--- config.mk ---
export PLATFORM = sky130hd
export DESIGN_NAME = sync_timer_ctrl
export DESIGN_NICKNAME = d
export VERILOG_FILES = /design/src/rtl/stc_pkg.sv /design/src/rtl/stc_edge_sync.sv /design/src/rtl/stc_comp_calc.sv /design/src/rtl/stc_period_cnt.sv /design/src/rtl/sync_timer_ctrl.sv
export SDC_FILE = /design/constraint.sdc
export NUM_CORES = 1
export LEC_CHECK = 0
export BUFFER_PORTS_ARGS = -buffer_cell sky130_fd_sc_hd__clkbuf_2
export CAP_MARGIN = 20
export CORE_ASPECT_RATIO = 0.9
export CORE_MARGIN = 4
export CORE_UTILIZATION = 64
export CTS_CLUSTER_DIAMETER = 150
export DETAILED_ROUTE_END_ITERATION = 12
export GPL_TIMING_DRIVEN = 1
export PLACE_DENSITY = 0.79
export SLEW_MARGIN = 10
export SYNTH_ARGS = -nofsm -noshare
export SYNTH_HDL_FRONTEND = slang
export SYNTH_HIERARCHICAL = 1
export SYNTH_SLANG_ARGS = --single-unit
--- constraint.sdc ---
create_clock -name clk -period 6.9 [get_ports clk]
set_input_delay 0.345 -clock clk [delete_from_list [all_inputs] [get_ports clk]]
set_output_delay 0.345 -clock clk [all_outputs]
set_load 0.05 [all_outputs]
--- src/rtl/stc_pkg.sv ---
package stc_pkg;

  typedef enum logic [2:0] {
    ST_IDLE      = 3'd0,
    ST_ARM_START = 3'd1,
    ST_CALC      = 3'd2,
    ST_RUN       = 3'd3,
    ST_ARM_STOP  = 3'd4
  } stc_state_e;

endpackage

--- src/rtl/stc_edge_sync.sv ---
module stc_edge_sync #(
  parameter int STAGES = 2
) (
  input  logic clk,
  input  logic rst_n,
  input  logic async_i,
  output logic rise_o
);

  logic [STAGES-1:0] sync_q;
  logic [STAGES-1:0] sync_d;
  logic              last_q;
  logic              last_d;

  assign sync_d[0] = async_i;

  generate
    for (genvar g = 1; g < STAGES; g++) begin : g_chain
      assign sync_d[g] = sync_q[g-1];
    end
  endgenerate

  assign last_d = sync_q[STAGES-1];
  assign rise_o = sync_q[STAGES-1] & ~last_q;

  always_ff @(posedge clk or negedge rst_n) begin
    if (!rst_n) begin
      sync_q <= '0;
      last_q <= 1'b0;
    end else begin
      sync_q <= sync_d;
      last_q <= last_d;
    end
  end

endmodule

--- src/rtl/stc_comp_calc.sv ---
module stc_comp_calc #(
  parameter int SW          = 24,
  parameter int TW          = 16,
  parameter int OW          = 20,
  parameter int OVERHEAD    = 75,
  parameter int RATIO_NUM   = 15625,
  parameter int RATIO_SHIFT = 4
) (
  input  logic          clk,
  input  logic          rst_n,
  input  logic          start_i,
  input  logic [SW-1:0] now_sleep_i,
  input  logic [SW-1:0] held_sleep_i,
  input  logic [TW-1:0] cur_timer_i,
  input  logic [OW-1:0] cur_ovf_i,
  input  logic [TW-1:0] period_i,
  output logic          done_o,
  output logic [TW-1:0] new_timer_o,
  output logic [OW-1:0] new_ovf_o
);

  localparam int NUMW = $clog2(RATIO_NUM + 1);
  localparam int NDW  = SW + 1;
  localparam int PW   = NDW + NUMW;
  localparam int CW   = PW - RATIO_SHIFT + 1;
  localparam int RW   = TW + 1;
  localparam int ITW  = $clog2(CW);
  localparam logic [PW-1:0]  KMUL  = PW'(RATIO_NUM);
  localparam logic [PW-1:0]  HALF  = PW'((2 ** RATIO_SHIFT) / 2);
  localparam logic [ITW-1:0] LAST  = ITW'(CW - 1);

  // elapsed slow periods, scaled and rounded
  logic [SW-1:0]  diff;
  logic [NDW-1:0] nd;
  logic [PW-1:0]  prod;
  logic [PW-1:0]  rounded;
  logic [CW-1:0]  c_val;
  logic [RW-1:0]  peff;

  always_comb begin
    diff    = now_sleep_i - held_sleep_i;
    nd      = (diff == '0) ? {1'b1, {SW{1'b0}}} : {1'b0, diff};
    prod    = PW'(nd) * KMUL;
    rounded = prod + HALF;
    c_val   = CW'(rounded >> RATIO_SHIFT) + CW'(cur_timer_i) + CW'(OVERHEAD);
    peff    = (period_i == '0) ? {1'b1, {TW{1'b0}}} : {1'b0, period_i};
  end

  // serial restoring divider, one quotient bit per cycle
  logic [CW-1:0]  dvd_q, dvd_d;
  logic [RW-1:0]  rem_q, rem_d;
  logic [RW-1:0]  div_q, div_d;
  logic [OW-1:0]  oc_q, oc_d;
  logic [ITW-1:0] it_q, it_d;
  logic           busy_q, busy_d;
  logic           done_q, done_d;
  logic [RW:0]    rem_sh;
  logic [RW:0]    rem_nx;
  logic           fits;

  always_comb begin
    rem_sh = {rem_q, dvd_q[CW-1]};
    fits   = (rem_sh >= {1'b0, div_q});
    rem_nx = fits ? (rem_sh - {1'b0, div_q}) : rem_sh;

    dvd_d  = dvd_q;
    rem_d  = rem_q;
    div_d  = div_q;
    oc_d   = oc_q;
    it_d   = it_q;
    busy_d = busy_q;
    done_d = done_q;

    if (start_i) begin
      dvd_d  = c_val;
      rem_d  = '0;
      div_d  = peff;
      oc_d   = cur_ovf_i;
      it_d   = '0;
      busy_d = 1'b1;
      done_d = 1'b0;
    end else if (busy_q) begin
      dvd_d = {dvd_q[CW-2:0], fits};
      rem_d = RW'(rem_nx);
      it_d  = it_q + 1'b1;
      if (it_q == LAST) begin
        busy_d = 1'b0;
        done_d = 1'b1;
      end
    end
  end

  always_ff @(posedge clk or negedge rst_n) begin
    if (!rst_n) begin
      dvd_q  <= '0;
      rem_q  <= '0;
      div_q  <= '0;
      oc_q   <= '0;
      it_q   <= '0;
      busy_q <= 1'b0;
      done_q <= 1'b0;
    end else begin
      dvd_q  <= dvd_d;
      rem_q  <= rem_d;
      div_q  <= div_d;
      oc_q   <= oc_d;
      it_q   <= it_d;
      busy_q <= busy_d;
      done_q <= done_d;
    end
  end

  assign done_o      = done_q;
  assign new_timer_o = TW'(rem_q);
  assign new_ovf_o   = OW'(dvd_q) + oc_q;

endmodule

--- src/rtl/stc_period_cnt.sv ---
module stc_period_cnt #(
  parameter int TW = 16,
  parameter int OW = 20
) (
  input  logic          clk,
  input  logic          rst_n,
  input  logic          count_en_i,
  input  logic          load_i,
  input  logic [TW-1:0] load_timer_i,
  input  logic [OW-1:0] load_ovf_i,
  input  logic [TW-1:0] period_i,
  output logic [TW-1:0] timer_o,
  output logic [OW-1:0] ovf_o
);

  localparam int RW = TW + 1;

  logic [TW-1:0] timer_q, timer_d;
  logic [OW-1:0] ovf_q, ovf_d;
  logic [RW-1:0] peff;
  logic          at_end;

  always_comb begin
    peff    = (period_i == '0) ? {1'b1, {TW{1'b0}}} : {1'b0, period_i};
    at_end  = ({1'b0, timer_q} >= (peff - 1'b1));
    timer_d = timer_q;
    ovf_d   = ovf_q;
    if (load_i) begin
      timer_d = load_timer_i;
      ovf_d   = load_ovf_i;
    end else if (count_en_i) begin
      if (at_end) begin
        timer_d = '0;
        ovf_d   = ovf_q + 1'b1;
      end else begin
        timer_d = timer_q + 1'b1;
      end
    end
  end

  always_ff @(posedge clk or negedge rst_n) begin
    if (!rst_n) begin
      timer_q <= '0;
      ovf_q   <= '0;
    end else begin
      timer_q <= timer_d;
      ovf_q   <= ovf_d;
    end
  end

  assign timer_o = timer_q;
  assign ovf_o   = ovf_q;

endmodule

--- src/rtl/sync_timer_ctrl.sv ---
module sync_timer_ctrl
  import stc_pkg::*;
#(
  parameter int SW          = 24,
  parameter int TW          = 16,
  parameter int OW          = 20,
  parameter int OVERHEAD    = 75,
  parameter int RATIO_NUM   = 15625,
  parameter int RATIO_SHIFT = 4,
  parameter int SYNC_STAGES = 2
) (
  input  logic          clk,
  input  logic          rst_n,
  input  logic          slow_clk_i,
  input  logic          sync_en_i,
  input  logic          run_wr_i,
  input  logic          run_val_i,
  input  logic [SW-1:0] sleep_val_i,
  input  logic [TW-1:0] period_i,
  output logic [TW-1:0] timer_o,
  output logic [OW-1:0] ovf_o,
  output logic          running_o
);

  localparam int SEQW = $clog2(OVERHEAD);
  localparam logic [SEQW-1:0] SEQ_LAST = SEQW'(OVERHEAD - 1);

  // reset: asserted asynchronously, released on a clock edge
  logic [1:0] rst_pipe_q;
  logic       rst_ni;

  always_ff @(posedge clk or negedge rst_n) begin
    if (!rst_n) rst_pipe_q <= 2'b00;
    else        rst_pipe_q <= {rst_pipe_q[0], 1'b1};
  end
  assign rst_ni = rst_pipe_q[1];

  logic slow_edge;

  stc_edge_sync #(.STAGES(SYNC_STAGES)) u_edge (
    .clk     (clk),
    .rst_n   (rst_ni),
    .async_i (slow_clk_i),
    .rise_o  (slow_edge)
  );

  stc_state_e      state_q, state_d;
  logic [SEQW-1:0] seq_q, seq_d;
  logic [SW-1:0]   held_sleep_q, held_sleep_d;
  logic            cancel_start, cancel_stop;
  logic            calc_go, load_go, cap_go, seq_last;
  logic            calc_done;
  logic [TW-1:0]   calc_timer;
  logic [OW-1:0]   calc_ovf;

  always_comb begin
    seq_last     = (seq_q == SEQ_LAST);
    cancel_start = run_wr_i && (!sync_en_i || !run_val_i);
    cancel_stop  = run_wr_i && (!sync_en_i || run_val_i);
    calc_go      = (state_q == ST_ARM_START) && slow_edge && !cancel_start;
    load_go      = (state_q == ST_CALC) && seq_last && !cancel_start;
    cap_go       = (state_q == ST_ARM_STOP) && slow_edge && !cancel_stop;

    state_d = state_q;
    seq_d   = '0;
    unique case (state_q)
      ST_ARM_START: if (slow_edge) state_d = ST_CALC;
      ST_CALC: begin
        if (seq_last) state_d = ST_RUN;
        else          seq_d   = seq_q + 1'b1;
      end
      ST_ARM_STOP:  if (slow_edge) state_d = ST_IDLE;
      default: ;
    endcase

    // a run write replaces whatever is pending
    if (run_wr_i) begin
      if (!sync_en_i) begin
        state_d = run_val_i ? ST_RUN : ST_IDLE;
      end else begin
        unique case (state_q)
          ST_IDLE:              if (run_val_i)  state_d = ST_ARM_START;
          ST_ARM_START, ST_CALC: if (!run_val_i) state_d = ST_IDLE;
          ST_RUN:               if (!run_val_i) state_d = ST_ARM_STOP;
          ST_ARM_STOP:          if (run_val_i)  state_d = ST_RUN;
          default: ;
        endcase
      end
    end

    held_sleep_d = cap_go ? sleep_val_i : held_sleep_q;
  end

  always_ff @(posedge clk or negedge rst_ni) begin
    if (!rst_ni) begin
      state_q      <= ST_IDLE;
      seq_q        <= '0;
      held_sleep_q <= '0;
    end else begin
      state_q      <= state_d;
      seq_q        <= seq_d;
      held_sleep_q <= held_sleep_d;
    end
  end

  assign running_o = (state_q == ST_RUN) || (state_q == ST_ARM_STOP);

  stc_comp_calc #(
    .SW          (SW),
    .TW          (TW),
    .OW          (OW),
    .OVERHEAD    (OVERHEAD),
    .RATIO_NUM   (RATIO_NUM),
    .RATIO_SHIFT (RATIO_SHIFT)
  ) u_calc (
    .clk          (clk),
    .rst_n        (rst_ni),
    .start_i      (calc_go),
    .now_sleep_i  (sleep_val_i),
    .held_sleep_i (held_sleep_q),
    .cur_timer_i  (timer_o),
    .cur_ovf_i    (ovf_o),
    .period_i     (period_i),
    .done_o       (calc_done),
    .new_timer_o  (calc_timer),
    .new_ovf_o    (calc_ovf)
  );

  stc_period_cnt #(.TW(TW), .OW(OW)) u_cnt (
    .clk          (clk),
    .rst_n        (rst_ni),
    .count_en_i   (running_o),
    .load_i       (load_go),
    .load_timer_i (calc_timer),
    .load_ovf_i   (calc_ovf),
    .period_i     (period_i),
    .timer_o      (timer_o),
    .ovf_o        (ovf_o)
  );

endmodule

==> impl_results.md <==
- Status: finished with violations
- Routed via count: 18990
- Number of global-route vias before repair: 18780
- Final period utilization: 122.0%
- Setup TNS: -28.40 ns
- Area grow syn2layout: 28.94%
- Fillers: 1616
- Worst Setup Slack, final: -1.519 ns
- I/O pins: 83
- Final hold violation count: 0
- Port bufs: 82
- Slew headroom: 24.62%
- Skew final: 0.02308 ns
- RSZ-0062 raised after global routing: yes
- Yosys synthesis warning count: 6
- Failing checks: negative setup slack
- Post-Synthesis Cell Area: 19130 um^2
- Worst-path maximum fanout: 5
- CTS root buf: clkbuf_16
- Largest net degree at the start of global routing: 146
- Grt met1 use: 43.10%
- CTS tree: built
- Most used cell, CP: fa_1
- Die X: 190.3 um
- Die Height: 172.0 um
- TritonCTS Sinks: 172
- Die area: 32730 um^2
- Initial drt markers: 2064
- Initial Util: 65.62%
- Remaining global-route overflow: 0
- Wire per inst: 22.05 um
- Syn Nets: 2519
- Crit Path Class: reg -> reg
- Clock transition at path regs: 0.08 ns
- Antenna Cells: 0
- Worst path max stage delay: 0.62 ns
- Avg Cell Area, Syn: 8.979 um^2
- Req. time, crit path: 7.25 ns
- Max Slew Vio Count: 0
- Residual DRC: 0
- Final min period: 8.419 ns
- Std-Cell Core Area: 29160 um^2
- NumNets Final: 2909
- Worst path slowest cell: fa_1
- Critical path startpoint category: flop
- Initial antenna violation count: 0
- Number of CTS-inserted buffers: 17
- Hold WC Path Type: in -> reg
- DR vias/cell: 6.481
- All-Layer GR Usage: 35.15%
- Worst skew pair latency: 0.45 ns
- First-pass GRT wire length: 93510 um
- CP arrival: 8.77 ns
- Clock buffer depth: 2
- Layout cells sized above 1: 30.74%
- Met3 GRT Util: 5.147%
- Multi-input gate area: 15090 um^2
- CTS H-tree lvls: 4
- Gate Count Post-Synth: 2131
- GR peak layer: met2
- Gpl congestion: 0.9467
- Worst setup EP type: flop
- Post-DP HPWL: 40840 um
- Setup Viol. Count Final: 25
- GRT met2 Usage: 61.84%
- Max Fclk: 118.8 MHz
- Sequential standard cell area: 4312 um^2
- DRT antenna net count: 0
- Site row count: 59
- Max-cap violations: 0
- Number of iterations in the first detailed-routing pass: 9
- Tightest Pin Transition: 1.131 ns
- WL final: 64610 um
[state kept, by name (all words and copies together) (netlist names)]
| name | flops |
|---|---|
| held_sleep_q | 24 |
| rst_pipe_q | 2 |
| seq_q | 7 |
| state_q | 3 |
| u_calc/busy_q | 1 |
| u_calc/div_q | 17 |
| u_calc/dvd_q | 36 |
| u_calc/it_q | 6 |
| u_calc/oc_q | 20 |
| u_calc/rem_q | 17 |
| u_cnt/ovf_o | 20 |
| u_cnt/timer_o | 16 |
| u_edge/last_q | 1 |
| u_edge/sync_q | 2 |
[layer usage]
| metal | up-vias | wire length, um |
|---|---|---|
| li1 | 8364 | - |
| met1 | 9097 | 24290 |
| met2 | 1183 | 31200 |
| met3 | 346 | 5091 |
| met4 | 0 | 4025 |
| met5 | - | 0 |
[worst paths after layout]
check,slack [ns],endpoint,depth (start not counted),start
hold / removal,0.02,u_edge/sync_q[0]$_DFF_PN0_,1,slow_clk_i
setup reg to reg,-1.52,u_calc/dvd_q[34]$_DFFE_PN0P_,30,held_sleep_q[6]$_DFFE_PN0P_
max in group asynchronous,5.45,u_calc/dvd_q[19]$_DFFE_PN0P_,1,rst_pipe_q[1]$_DFF_PN0_
hold reg to reg,0.26,held_sleep_q[17]$_DFFE_PN0P_,0,rst_pipe_q[1]$_DFF_PN0_
setup / recovery,-1.52,u_calc/dvd_q[34]$_DFFE_PN0P_,30,held_sleep_q[6]$_DFFE_PN0P_
min in group asynchronous,0.22,rst_pipe_q[1]$_DFF_PN0_,2,rst_n
[placed cells by master (no fill, tap or decap), types with 41 or more instances in the layout]
| cell | count |
|---|---|
| xnor2_1 | 63 |
| a21o_1 | 41 |
| dfrtp_1 | 170 |
| nor2_1 | 123 |
| o21ai_0 | 90 |
| ha_1 | 200 |
| inv_1 | 190 |
| nand3_1 | 49 |
| clkbuf_2 | 82 |
| nand2_1 | 140 |
| buf_4 | 340 |
| a21oi_1 | 89 |
| fa_1 | 97 |
[layout make-up]
class	count	area share [%]
inverters	215	3.281
multi-input cells	1662	61.15
well taps	396	2.008
clock buffers	17	1.724
flip-flops and latches	172	17.48
repair buffers	453	13.56
clock inverters	15	0.7962
[critical path, delay by kind of cell, from the launching register on]
family,cells,cell delay [ns]
AO/OA/AOI/OAI,9,1.92
adder cells (fa/ha/maj),8,3.55
flip-flops,1,0.42
buffers and inverters,5,0.66
AND/OR/NAND/NOR,8,1.78
[metrics by stage]
step	utilization (%)	instance area, um^2	instances	setup WS [ns]	hold WS (ns)
finish	84.61	24670	2930	-1.519	0.01734
CTS	81.92	23890	2903	-1.142	0.005365
global route	84.61	24670	2930	-1.642	0.01124
global placement	76.70	22370	2834	-1.231	0.1297
detailed placement	76.70	22370	2834	-1.498	0.1315
floorplan	-	19600	2131	-0.8882	0.04941
[timing repair]
item	in CTS	in global routing
pin swaps	86	101
endpoints found under the hold margin	2	0
resized for setup	114	109
hold buffers	1	0
endpoints found under the setup margin	25	26
buffers inserted	37	33
Power is not shown: default switching activity piles up to over one toggle a cycle in this logic, so the estimate is an artifact.
